### src/rtl/virq_rd_pkg.sv
package virq_rd_pkg;
  localparam int LVL_W = 2;

  typedef enum logic [LVL_W-1:0] {
    LVL_USER   = 2'd0,
    LVL_KERNEL = 2'd1,
    LVL_HYP    = 2'd2,
    LVL_MON    = 2'd3
  } level_e;

  // one-hot access outcome
  typedef struct packed {
    logic undef;
    logic trapHyp;
    logic trapMon;
    logic retVirt;
    logic retPhys;
  } result_t;

  // strobes from control to datapath
  typedef struct packed {
    logic pickVirt;
    logic pickPhys;
    logic raiseTrap;
  } dpStrobe_t;
endpackage

### src/rtl/virq_rd_match.sv
module virq_rd_match #(
  parameter int COP_W = 4,
  parameter int OP1_W = 3,
  parameter int CRN_W = 4,
  parameter int CRM_W = 4,
  parameter int OP2_W = 3,
  parameter int COP_VAL = 15,
  parameter int OP1_VAL = 0,
  parameter int CRN_VAL = 12,
  parameter int CRM_VAL = 12,
  parameter int OP2_VAL = 2
) (
  input  logic             rdReq,
  input  logic [COP_W-1:0] insCoproc,
  input  logic [OP1_W-1:0] insOpc1,
  input  logic [CRN_W-1:0] insCrn,
  input  logic [CRM_W-1:0] insCrm,
  input  logic [OP2_W-1:0] insOpc2,
  output logic             hit
);
  localparam int NFIELD = 5;
  logic [NFIELD-1:0] fieldOk;

  always_comb begin
    fieldOk[0] = (insCoproc == COP_W'(COP_VAL));
    fieldOk[1] = (insOpc1   == OP1_W'(OP1_VAL));
    fieldOk[2] = (insCrn    == CRN_W'(CRN_VAL));
    fieldOk[3] = (insCrm    == CRM_W'(CRM_VAL));
    fieldOk[4] = (insOpc2   == OP2_W'(OP2_VAL));
    hit = rdReq & (&fieldOk);
  end
endmodule

### src/rtl/virq_rd_ctl.sv
module virq_rd_ctl
  import virq_rd_pkg::*;
(
  input  logic             hit,
  input  logic [LVL_W-1:0] curLevel,
  input  logic             hypEnabled,
  input  logic             monExists,
  input  logic             monIs32,
  input  logic             inMonMode,
  input  logic             hypCp12Trap,
  input  logic             sreKernel,
  input  logic             hypTrapAllG1,
  input  logic             hypIrqRoute,
  input  logic             monIrqRoute,
  input  logic             sreHyp,
  input  logic             sreMon,
  output result_t          res,
  output dpStrobe_t        strobe
);
  logic monRouteKernel;
  logic monRouteHyp;

  always_comb begin
    // a 32-bit monitor does not re-trap its own mode from kernel level
    monRouteKernel = monExists & monIrqRoute & ~(monIs32 & inMonMode);
    monRouteHyp    = monExists & monIrqRoute;
  end

  always_comb begin
    res = '0;
    if (hit) begin
      unique case (level_e'(curLevel))
        LVL_USER: res.undef = 1'b1;
        LVL_KERNEL: begin
          if (hypEnabled && hypCp12Trap)       res.trapHyp = 1'b1;
          else if (!sreKernel)                 res.undef   = 1'b1;
          else if (hypEnabled && hypTrapAllG1) res.trapHyp = 1'b1;
          else if (hypEnabled && hypIrqRoute)  res.retVirt = 1'b1;
          else if (monRouteKernel)             res.trapMon = 1'b1;
          else                                 res.retPhys = 1'b1;
        end
        LVL_HYP: begin
          if (!sreHyp)          res.undef   = 1'b1;
          else if (monRouteHyp) res.trapMon = 1'b1;
          else                  res.retPhys = 1'b1;
        end
        LVL_MON: begin
          if (!sreMon) res.undef   = 1'b1;
          else         res.retPhys = 1'b1;
        end
        default: res = '0;
      endcase
    end
  end

  always_comb begin
    strobe.pickVirt  = res.retVirt;
    strobe.pickPhys  = res.retPhys;
    strobe.raiseTrap = res.trapHyp | res.trapMon;
  end
endmodule

### src/rtl/virq_rd_dp.sv
module virq_rd_dp
  import virq_rd_pkg::*;
#(
  parameter int ID_W      = 24,
  parameter int NARROW_W  = 16,
  parameter int DATA_W    = 32,
  parameter int CLASS_W   = 6,
  parameter int TRAP_CODE = 3
) (
  input  dpStrobe_t          strobe,
  input  logic [ID_W-1:0]    virtPendId,
  input  logic [ID_W-1:0]    physPendId,
  input  logic               idWide,
  output logic [DATA_W-1:0]  readData,
  output logic [CLASS_W-1:0] trapClass
);
  logic [ID_W-1:0] keepMask;
  logic [ID_W-1:0] idSel;

  for (genvar g = 0; g < ID_W; g++) begin : gMask
    if (g < NARROW_W) begin : gLow
      assign keepMask[g] = 1'b1;
    end else begin : gHigh
      assign keepMask[g] = idWide;
    end
  end

  always_comb begin
    if (strobe.pickVirt)      idSel = virtPendId;
    else if (strobe.pickPhys) idSel = physPendId;
    else                      idSel = '0;
    readData = '0;
    readData[ID_W-1:0] = idSel & keepMask;
    trapClass = strobe.raiseTrap ? CLASS_W'(TRAP_CODE) : '0;
  end
endmodule

### src/rtl/virq_read_decoder.sv
module virq_read_decoder
  import virq_rd_pkg::*;
#(
  parameter int ID_W     = 24,
  parameter int NARROW_W = 16,
  parameter int DATA_W   = 32,
  parameter int CLASS_W  = 6
) (
  input  logic               rdReq,
  input  logic [3:0]         insCoproc,
  input  logic [2:0]         insOpc1,
  input  logic [3:0]         insCrn,
  input  logic [3:0]         insCrm,
  input  logic [2:0]         insOpc2,
  input  logic [LVL_W-1:0]   curLevel,
  input  logic               hypEnabled,
  input  logic               monExists,
  input  logic               monIs32,
  input  logic               inMonMode,
  input  logic               hypCp12Trap,
  input  logic               sreKernel,
  input  logic               hypTrapAllG1,
  input  logic               hypIrqRoute,
  input  logic               monIrqRoute,
  input  logic               sreHyp,
  input  logic               sreMon,
  input  logic [ID_W-1:0]    virtPendId,
  input  logic [ID_W-1:0]    physPendId,
  input  logic               idWide,
  output logic               resUndef,
  output logic               resTrapHyp,
  output logic               resTrapMon,
  output logic               resVirt,
  output logic               resPhys,
  output logic [CLASS_W-1:0] trapClass,
  output logic [DATA_W-1:0]  readData
);
  logic      hit;
  result_t   res;
  dpStrobe_t strobe;

  virq_rd_match uMatch (
    .rdReq(rdReq), .insCoproc(insCoproc), .insOpc1(insOpc1),
    .insCrn(insCrn), .insCrm(insCrm), .insOpc2(insOpc2), .hit(hit)
  );

  virq_rd_ctl uCtl (
    .hit(hit), .curLevel(curLevel), .hypEnabled(hypEnabled),
    .monExists(monExists), .monIs32(monIs32), .inMonMode(inMonMode),
    .hypCp12Trap(hypCp12Trap), .sreKernel(sreKernel),
    .hypTrapAllG1(hypTrapAllG1), .hypIrqRoute(hypIrqRoute),
    .monIrqRoute(monIrqRoute), .sreHyp(sreHyp), .sreMon(sreMon),
    .res(res), .strobe(strobe)
  );

  virq_rd_dp #(
    .ID_W(ID_W), .NARROW_W(NARROW_W), .DATA_W(DATA_W), .CLASS_W(CLASS_W)
  ) uDp (
    .strobe(strobe), .virtPendId(virtPendId), .physPendId(physPendId),
    .idWide(idWide), .readData(readData), .trapClass(trapClass)
  );

  always_comb begin
    resUndef   = res.undef;
    resTrapHyp = res.trapHyp;
    resTrapMon = res.trapMon;
    resVirt    = res.retVirt;
    resPhys    = res.retPhys;
  end
endmodule

### config.mk
export PLATFORM = sky130hd
export DESIGN_NAME = virq_read_decoder
export DESIGN_NICKNAME = d
export VERILOG_FILES = /design/src/rtl/virq_rd_pkg.sv /design/src/rtl/virq_rd_match.sv /design/src/rtl/virq_rd_ctl.sv /design/src/rtl/virq_rd_dp.sv /design/src/rtl/virq_read_decoder.sv
export SDC_FILE = /design/constraint.sdc
export NUM_CORES = 1
export LEC_CHECK = 0
export ABC_AREA = 1
export BUFFER_PORTS_ARGS = -buffer_cell sky130_fd_sc_hd__clkbuf_2
export CAP_MARGIN = 0
export CORE_MARGIN = 8
export CORE_UTILIZATION = 32
export DETAILED_ROUTE_END_ITERATION = 10
export PLACE_DENSITY = 0.86
export SYNTH_ARGS = -nofsm -noshare
export SYNTH_HDL_FRONTEND = slang
export SYNTH_HIERARCHICAL = 1
export SYNTH_SLANG_ARGS = --single-unit
### constraint.sdc
create_clock -name vclk -period 2.51
set_input_delay 0.502 -clock vclk [all_inputs]
set_output_delay 0.502 -clock vclk [all_outputs]
set_load 0.02 [all_outputs]
[Word level (Yosys, flattened, before mapping)]
Index checks and enable logic that the tools add are counted.
Storage, ports and cells
  logic and storage cells: 48
  output and inout port bits: 43
  register bits after elaboration: 0
  input bits: 81
Operators by class
  reduce and logical (&&, ||, !) cells: 6
  bitwise operators: 7
  equal/unequal tests: 7
  muxes and demuxes: 28
Operator list (number)
  24-bit two-way mux: 2
  24-bit AND: 1
  1-bit two-way mux: 18
  4-bit == test, second input constant: 3
  3-bit two-way mux: 2
  5-bit two-way mux: 1
  5-bit AND reduction: 1
  1-bit AND: 4
  2-bit == test, second input constant: 2
  4-bit two-way mux: 1
  1-bit one-hot mux with 4 select lines: 1
  3-bit by 2-bit == test with 1-bit output, second input constant: 1
  1-bit logical AND: 3
  3-bit logical NOT: 1
  1-bit one-hot mux with 3 select lines: 1
  2-bit by 1-bit == test with 1-bit output, second input constant: 1
  2-bit logical NOT: 1
  2-bit two-way mux: 1
  1-bit one-hot mux with 2 select lines: 1
  1-bit NOT: 1
  1-bit bitwise OR: 1

[Logic depth before layout (Yosys ltp)]
Gate-level depths: netlist of run 1.
  depth after elaboration: 13
  gate-level depth with buffers: 13
  depth with buffers taken out: 10

[By module]
The synthesis of run 1 kept the hierarchy.
By module, submodules not included
  virq_rd_dp: times used 1, cells each 96, sequential area each 0.0 sq um, area each 510.5 sq um
  virq_rd_ctl: times used 1, cells each 48, sequential area each 0.0 sq um, area each 249.0 sq um
  virq_rd_match: times used 1, cells each 22, sequential area each 0.0 sq um, area each 88.8 sq um

[Worst setup path after synthesis of run 1]
OpenSTA, ideal clock, no wires.
  kind: input -> output
  start point: input insCrm[1]
  end point: output readData[19]
  stages on the path: 12
  path buffers: 3
  arrival time: 2676 ps
  slack: -668 ps
  data required time: 2008 ps
  cells stage by stage: inv_1 -> nand2_1 -> nor2_1 -> nand3_1 -> nor2_1 -> nand2_1 -> nor4_1 -> buf_4 -> buf_6 -> buf_4 -> nand2_1 -> a21oi_1
On the way
  elaborated cells on any way between the ends: 7
  classes of those cells: 1 x eq/ne; 3 x mux; 2 x bitwise; 1 x reduce/logical
RTL lines
  from (decl): RTL line virq_read_decoder.sv:13  | input logic [3:0] insCrm,
  4-bit == test: RTL line virq_rd_match.sv:28  | fieldOk[3] = (insCrm == CRM_W'(CRM_VAL));
  5-bit AND reduction: RTL line virq_rd_match.sv:30  | hit = rdReq & (&fieldOk);
  1-bit AND: RTL line virq_rd_match.sv:30
  named net hit: RTL line virq_read_decoder.sv:38  | logic hit;
  5-bit two-way mux: RTL line virq_rd_ctl.sv:31  | if (hit) begin
  named net resVirt: RTL line virq_read_decoder.sv:33  | output logic resVirt,
  24-bit two-way mux: RTL line virq_rd_dp.sv:29  | if (strobe.pickVirt) idSel = virtPendId;
  24-bit AND: RTL line virq_rd_dp.sv:33  | readData[ID_W-1:0] = idSel & keepMask;
  to (decl): RTL line virq_read_decoder.sv:36  | output logic [DATA_W-1:0] readData
The timed path passes the listed nets, and every way through them passes these cells.

[Final worst setup path of run 1]
  start point: input curLevel[1]
  end point: output readData[20]
On the way
  cells in the longest elaborated chain, start to end: 6
  elaborated cells on any way between the ends: 9
  classes of those cells: 3 x eq/ne; 5 x mux; 1 x bitwise
RTL lines
  from (decl): RTL line virq_read_decoder.sv:15  | input logic [LVL_W-1:0] curLevel,
  2-bit == test / 2-bit by 1-bit == test with 1-bit output (equally long branches): RTL line virq_rd_ctl.sv:32  | unique case (level_e'(curLevel))
  1-bit one-hot mux with 3 select lines: RTL line virq_rd_ctl.sv:32
  5-bit two-way mux (*): RTL line virq_rd_ctl.sv:31
  24-bit two-way mux: RTL line virq_rd_dp.sv:30  | else if (strobe.pickPhys) idSel = physPendId;
  24-bit two-way mux (*): RTL line virq_rd_dp.sv:29
  24-bit AND (*): RTL line virq_rd_dp.sv:33
Mark *: on every way between the ends. The rest lies on a longest branch, timed or not.

==> results of run 1 <==
-- layout by cell type (no fill, tap or decap), types with 2 or more instances in the layout --
master                     synthesis  final
sky130_fd_sc_hd__a21oi_2           0      4
sky130_fd_sc_hd__nand4_1           2      2
sky130_fd_sc_hd__nand2_1          60     35
sky130_fd_sc_hd__nand2_2           1     25
sky130_fd_sc_hd__nand3_1          25     19
sky130_fd_sc_hd__conb_1            1     12
sky130_fd_sc_hd__inv_1            19     17
sky130_fd_sc_hd__nor2_2            2      3
sky130_fd_sc_hd__nor2_1            7      6
sky130_fd_sc_hd__a21oi_4           0      5
sky130_fd_sc_hd__ha_1              4      2
sky130_fd_sc_hd__inv_2             1      3
sky130_fd_sc_hd__buf_4            19     10
sky130_fd_sc_hd__nand3_2           4      9
sky130_fd_sc_hd__clkbuf_2          0     88
sky130_fd_sc_hd__buf_6             3     22
sky130_fd_sc_hd__a21oi_1          11      2
sky130_fd_sc_hd__ha_2              0      2
-- layout make-up --
class              instances  area share (%)
well taps                 30            2.09
multi-input cells        133            45.9
inverters                 21            5.08
repair inverters           2            1.11
repair buffers           123            45.8
-- power by group through the flow --
stage / Combinational [uW] / Clock, uW / Sequential, uW
floorplan: 56.3 / 0 / 0
global placement: 109 / 0 / 0
detailed placement: 111 / 0 / 0
CTS: 112 / 0 / 0
global route: 132 / 0 / 0
finish: 119 / 0 / 0
-- critical path: stages --
cell                       delay [ns]
sky130_fd_sc_hd__clkbuf_2        0.10
sky130_fd_sc_hd__inv_1           0.08
sky130_fd_sc_hd__ha_2            0.19
sky130_fd_sc_hd__nand2_1         0.07
sky130_fd_sc_hd__nor2_2          0.11
sky130_fd_sc_hd__nand3_2         0.09
sky130_fd_sc_hd__a21oi_4         0.23
sky130_fd_sc_hd__buf_12          0.17
sky130_fd_sc_hd__nand3_2         0.11
sky130_fd_sc_hd__a21oi_4         0.17
sky130_fd_sc_hd__buf_6           0.13
-- through the flow --
step / setup slack [ns] / power (uW) / hold slack [ns]
after global routing: -0.0869 / 132 / 1.31
after global placement: 0.0312 / 109 / 1.32
after floorplan: -0.0366 / 56.3 / 1.14
after CTS: 0.0167 / 112 / 1.33
final: 0.0500 / 119 / 1.29
after detailed placement: 0.0221 / 111 / 1.33
-- worst max-delay path by stage --
stage,startpoint,end,slack [ns],cells after the start
final,curLevel[1],readData[20],0.05,11
after global routing,insCrm[1],readData[21],-0.09,13
after CTS,insCrm[1],readData[19],0.02,12
after detailed placement,insCrm[1],readData[19],0.02,12
after global placement,curLevel[1],readData[19],0.03,11
after floorplan,insCrm[1],readData[19],-0.04,12
-- cells by family after synthesis --
family	count (synthesis)	synth area share, %
buf+inv	44	31.0
other cells	1	0.442
fa+ha+maj	4	5.90
simple gates	103	54.3
compound gates	14	8.41
-- per-layer routing --
metal	routed length, um	track usage, %	up-vias
met5	0	0	-
met4	32	0	0
met3	597	5.79	2
met2	2250	28.4	88
met1	1520	13.9	635
li1	-	-	721
-- what timing repair did --
item                       CTS  global route
setup buffers                0             3
gates resized for setup      0           101
hold buffers                 0             0
setup endpoints to repair    0            24
==> results.md, run 1 <==
Outcome:
- The run finished with clean final reports.

Floorplanning:
- The core region is 2500 um2.
- The die is 67.5 um tall.
- From left edge to right edge, the die measures 67.5 um.
- The initialized floorplan defines 18 standard-cell rows.
- For this configuration, the core starts out at a cell density of 33.9%.
- The count of boundary I/O pins is 124.
- The floorplan step defined a die boundary enclosing 4550 um2.

Flow run:
- Across the run, the number of max-cap violations was 0.

Setup path:
- STA classifies the critical path startpoint as an input pin.
- The critical path is of the in2out type.
- STA puts the critical path data arrival time at 1.96 ns.
- The highest net fanout along the worst path is 8.
- The critical path required time is 2.01 ns.
- The worst setup path is captured at a primary output.

Final layout:
- The share of layout cells above drive strength 1 is 64.5%.
- The finished layout holds 309 standard cells, fillers aside.
- Once layout is done, the placed cells without fillers occupy 1800 um2.
- 0 antenna diodes ended up in the layout.
- Cells fill 71.9% of the core in the end.
- There are 0 flip-flops and latches.
- The layout overhead on the synthesized area is 112%.
- The filler cell count is 209.
- The area of the multi-input gates is 826 um2.
- The number of nets in the layout is 366.
- The combined flip-flop and latch cell area is 0 um2.
- After layout, the clock buffer instance count stands at 0.

Global route:
- Across every metal layer, demand over resource in global routing totals 14.2%.
- The first global-routing pass estimated 5490 um of wire.
- The number of global-route vias before repair is 1358.
- Summed over all layers, the global routing overflow is 0.
- The initial antenna violation count was 0.
- The pin count of the biggest net entering global routing is 25.

Synth:
- Counting distinct cell types in the post-synthesis netlist gives 21.
- The cell count after synthesis came out at 166.
- After synthesis, the mean cell area works out to 5.11 um2.
- The most common cell in the synthesized netlist is sky130_fd_sc_hd__nand2_1.
- By count the netlist is led by sky130_fd_sc_hd__nand2_1 (60), sky130_fd_sc_hd__nand3_1 (25), sky130_fd_sc_hd__buf_4 (19), sky130_fd_sc_hd__inv_1 (19), sky130_fd_sc_hd__a21oi_1 (11).
- The largest area contributor in the netlist is sky130_fd_sc_hd__nand2_1.
- Yosys attributes the largest share of cell area to sky130_fd_sc_hd__nand2_1 (27%), sky130_fd_sc_hd__buf_4 (17%), sky130_fd_sc_hd__nand3_1 (15%).
- The synthesized design devotes to its leading area cell type 26.5% of total area.
- In this run the cell area of the synthesized design comes to 848 um2.
- The share of the yosys chip area belonging to registers is 0%.
- The number of warnings issued by yosys is 6.

Timing:
- Setup violations remaining at the end of the flow were counted as 0.
- The total count of max-transition violations in the final report is 0.
- Setup repair after global routing could not meet its margin everywhere.
- The number of hold-slack violations in the final timing report came to 0.
- The headroom to the max-slew limit is 63.2%.
- The transition time at the pin with the least slew margin is 0.552 ns.
- The setup TNS after final layout is 0 ns.
- The final critical path takes up 98.0% of the cycle.
- The clock period could shrink to 2.46 ns.
- The upper clock frequency limit is 407 MHz.

Route:
- The average detailed-routed wire length per instance is 14.2 um.
- The count of unresolved DRC violations after routing is 0.
- The antenna violation net count after detailed routing is 0.
- Dividing the detail-routed via count by the number of cells gives 4.68.
- The number of optimization iterations in the first detailed-route pass is 4.
- The violation count after the first detailed-routing iteration is 67.
- The via count is 1446.
- The routed design has 4400 um of wire.

Hold path:
- The worst hold path stage count is 4.
- The endpoint of the worst hold path is readData[11].
- The hold path startpoint is virtPendId[11].
- In this run the worst hold path is classified as in2out.

Placed design:
- Including well taps, the total number of placed cells is 302.
- Port buffering added 112 buffers.
- The congestion estimate from routability-driven global placement came to 0.785.
- After detailed placement, the total cell area comes to 1480 um2.
- Summed over all nets, the half-perimeter wirelength after detailed placement is 3320 um.

Power:
- The part of the power in combinational logic is 100.0%.
- The switching power summed over all nets is 63.4 uW.
- The internal portion of total power is 55.8 uW.
- The power per standard cell area is 66.3 nW/um2.
- The leakage power figure is 0.00103 uW.
- The sequential power share is 0%.
- The clock network is responsible for 0% of the overall power.
- Of the total power, the share spent switching nets is 53.2%.
- The maximum resistive drop on vdd is 87.2 uV.
(Power assumes the default switching activity.)
==> run 2: changes to the inputs <==
- CORE_UTILIZATION: 32 -> 34
- PLACE_DENSITY: 0.86 -> 0.9
- clock period: 2.51 -> 3 ns (I/O delays scaled with it)
==> results.md, run 2 (synthesis gave the netlist of run 1 again) <==
Outcome:
- The run finished with clean final reports.

Setup path:
- Broken down by cell family, the worst path's largest delay share belongs to simple AND/OR/NAND/NOR gates.
- The highest net fanout along the worst path came to 26 (+18).
- STA classifies the critical path endpoint as a primary output.
- The critical path required time came to 2.40 ns (+0.39 ns).
- For this design, the slowest cell found on the critical path is sky130_fd_sc_hd__nor4_4.
- The type of origin of the critical path is an input pin.
- The setup path with the least slack is of type in2out.
- The sum of buffers and inverters on the critical path is 5 (+1).
- The worst stage delay on the critical path is 0.32 ns (+0.09 ns).
- The arrival time at the worst endpoint is 2.19 ns (+0.23 ns).
- Traced cell by cell, the critical path runs through clkbuf_2, inv_1, nand2_1, nor2_2, nand3_1, nor2_2, nand2_1, nor4_4, buf_12, inv_4, nand3_1, a21oi_1, clkbuf_2.

Final layout:
- The number of nets in the layout is 355 (-3.0%).
- The area growth from synthesis to layout is 61.2%.
- The count of clock buffers in the final design is 0 (unchanged).
- The area of the multi-input gates is 648 um2 (-22%).
- The flip-flop and latch count is 0 (unchanged).
- The combined flip-flop and latch cell area is 0 um2 (unchanged).
- The share of layout cells above drive strength 1 was 47.0% (-18 points).
- The filler cell count is 263 (+26%).
- Leaving out fill and tap cells, the most frequent cells in the layout are sky130_fd_sc_hd__clkbuf_2 (112), sky130_fd_sc_hd__nand2_1 (60), sky130_fd_sc_hd__nand3_1 (25), sky130_fd_sc_hd__inv_1 (19), sky130_fd_sc_hd__conb_1 (12).
- The core occupancy in the finished layout came to 56.7% (-15 points).
- The post-route non-filler standard cell count is 298 (-3.6%).
- The antenna diode count is 0 (unchanged).
- The leading cell type in the layout, fill and taps excluded is sky130_fd_sc_hd__clkbuf_2.

Global route:
- The met1 demand-to-capacity share in global routing was 15.7% (+1.9 points).
- The global-route total usage across every layer is 13.9% (-0.24 points).
- The number of global-route vias before repair is 1251 (-7.9%).
- The global routing usage on met2 is 27.0% (-1.4 points).
- The initial antenna violation count is 0 (unchanged).
- The wire length of the first global-routing pass is 5250 um (-4.4%).
- The met3 capacity usage during global routing is 2.54% (-3.3 points).
- The pin count of the biggest net entering global routing is 27 (+8.0%).
- The layer flagged by global routing as most heavily used is met2.
- The final global-route overflow total was 0 (unchanged).

Timing:
- The shortest clock period the worst path allows after layout is 2.79 ns.
- The upper clock frequency limit is 359 MHz.
- The setup TNS after final layout was 0 ns (unchanged).
- The number of hold-slack violations in the final timing report is 0 (unchanged).
- The total count of max-transition violations in the final report is 0 (unchanged).
- The final count of negative-setup-slack endpoints is 0 (unchanged).
- The worst hold slack is 1.52 ns (+0.227 ns).
- Of the available clock period, the critical path in the final layout requires 92.9%.
- Setup repair after global routing left no endpoint under its margin.

Hold path:
- The worst hold path stage count is 4 (unchanged).
- The endpoint of the worst hold path is readData[7].
- The hold path startpoint is virtPendId[7].
- The worst hold path belongs to the class in2out.

Clocking:
- The total of hold buffers inserted after clock tree synthesis is 0 (unchanged).
- The number of gates resized after cts was 0 (unchanged).
- The number of buffers added for setup after CTS is 0 (unchanged).

Placed design:
- The final weighted congestion in routability-driven placement came to 0.822 (+4.6%).
- The post-placement cell count is 298 (-1.3%).
- The final HPWL from detailed placement is 3010 um (-9.1%).
- The count of input and output buffers is 112 (unchanged).

Route:
- The count of unresolved DRC violations after routing is 0 (unchanged).
- The routed via count divided by cell count is 4.43 (-5.3%).
- The antenna violation net count after detailed routing is 0 (unchanged).
- The average detailed-routed wire length per instance is 11.4 um (-20%).
- The number of optimization iterations in the first detailed-route pass is 5 (+1).
- The via count is 1320 (-8.7%).
- The violation count after the first detailed-routing iteration is 102 (+52%).
- The routed wire length was 3410 um (-23%).

Floorplanning:
- The core area is 2410 um2 (-3.6%).
- The floorplan die height came to 66.0 um (-2.3%).
- The width of the die was 66.0 um (-2.3%).
- The count of boundary I/O pins came to 124 (unchanged).
- The count of standard-cell rows is 18 (unchanged).
- The area of the die was 4350 um2 (-4.5%).
- The starting density of the core was 35.2% (+1.3 points).

Power:
- The net switching fraction of the power was 50.2% (-3.0 points).
- The total power of the final layout is 90.4 uW (-24%).
- The switching power summed over all nets came to 45.4 uW (-28%).
- The sequential power share is 0% (unchanged).
- The leakage power figure is 0.000923 uW (-10%).
- The maximum resistive drop on vdd is 56.4 uV (-35%).
- The clock network fraction of design power came to 0% (unchanged).
- The internal portion of total power was 45.0 uW (-19%).
- The power per standard cell area is 66.1 nW/um2 (-0.29%).
- The part of the power in combinational logic is 100.0% (about the same).

Flow run:
- The count of max-cap constraint violations is 0 (unchanged).
## run 2: layout make-up
type | instances | share of cell area, %
multi-input combinational | 133 | 47.4
tap | 30 | 2.74
inverter | 21 | 5.95
timing repair buffer | 114 | 43.9
## run 2: through the flow
| stage | cell area, um2 | setup slack, ns |
|---|---|---|
| global route | 1370 | 0.0597 |
| floorplan | 905 | 0.0161 |
| CTS | 1370 | 0.133 |
| detailed placement | 1370 | 0.135 |
| global placement | 1370 | 0.177 |
| finish | 1370 | 0.212 |
## run 2: how the worst max path moves through the flow
| stage | startpoint | end | cells past startpoint |
|---|---|---|---|
| finish | insOpc2[0] | readData[18] | 13 |
| global route | insOpc2[0] | readData[18] | 13 |
| CTS | insCrm[1] | readData[18] | 13 |
| detailed placement | insCrm[1] | readData[18] | 13 |
| global placement | insCrm[1] | readData[16] | 13 |
| floorplan | insCrm[1] | readData[19] | 12 |
## run 2: metal layers
| metal | vias to the layer above | routed length (um) |
|---|---|---|
| met3 | 0 | 355 |
| met1 | 559 | 1240 |
| li1 | 698 | - |
| met4 | 0 | 0 |
| met5 | - | 0 |
| met2 | 63 | 1820 |
## run 2: power groups by stage
stage                     clock network (uW)  registers, uW  logic, uW
final                                      0              0       90.4
after global routing                       0              0        101
after CTS                                  0              0       90.4
after detailed placement                   0              0       89.8
after global placement                     0              0       88.5
after floorplan                            0              0       44.8
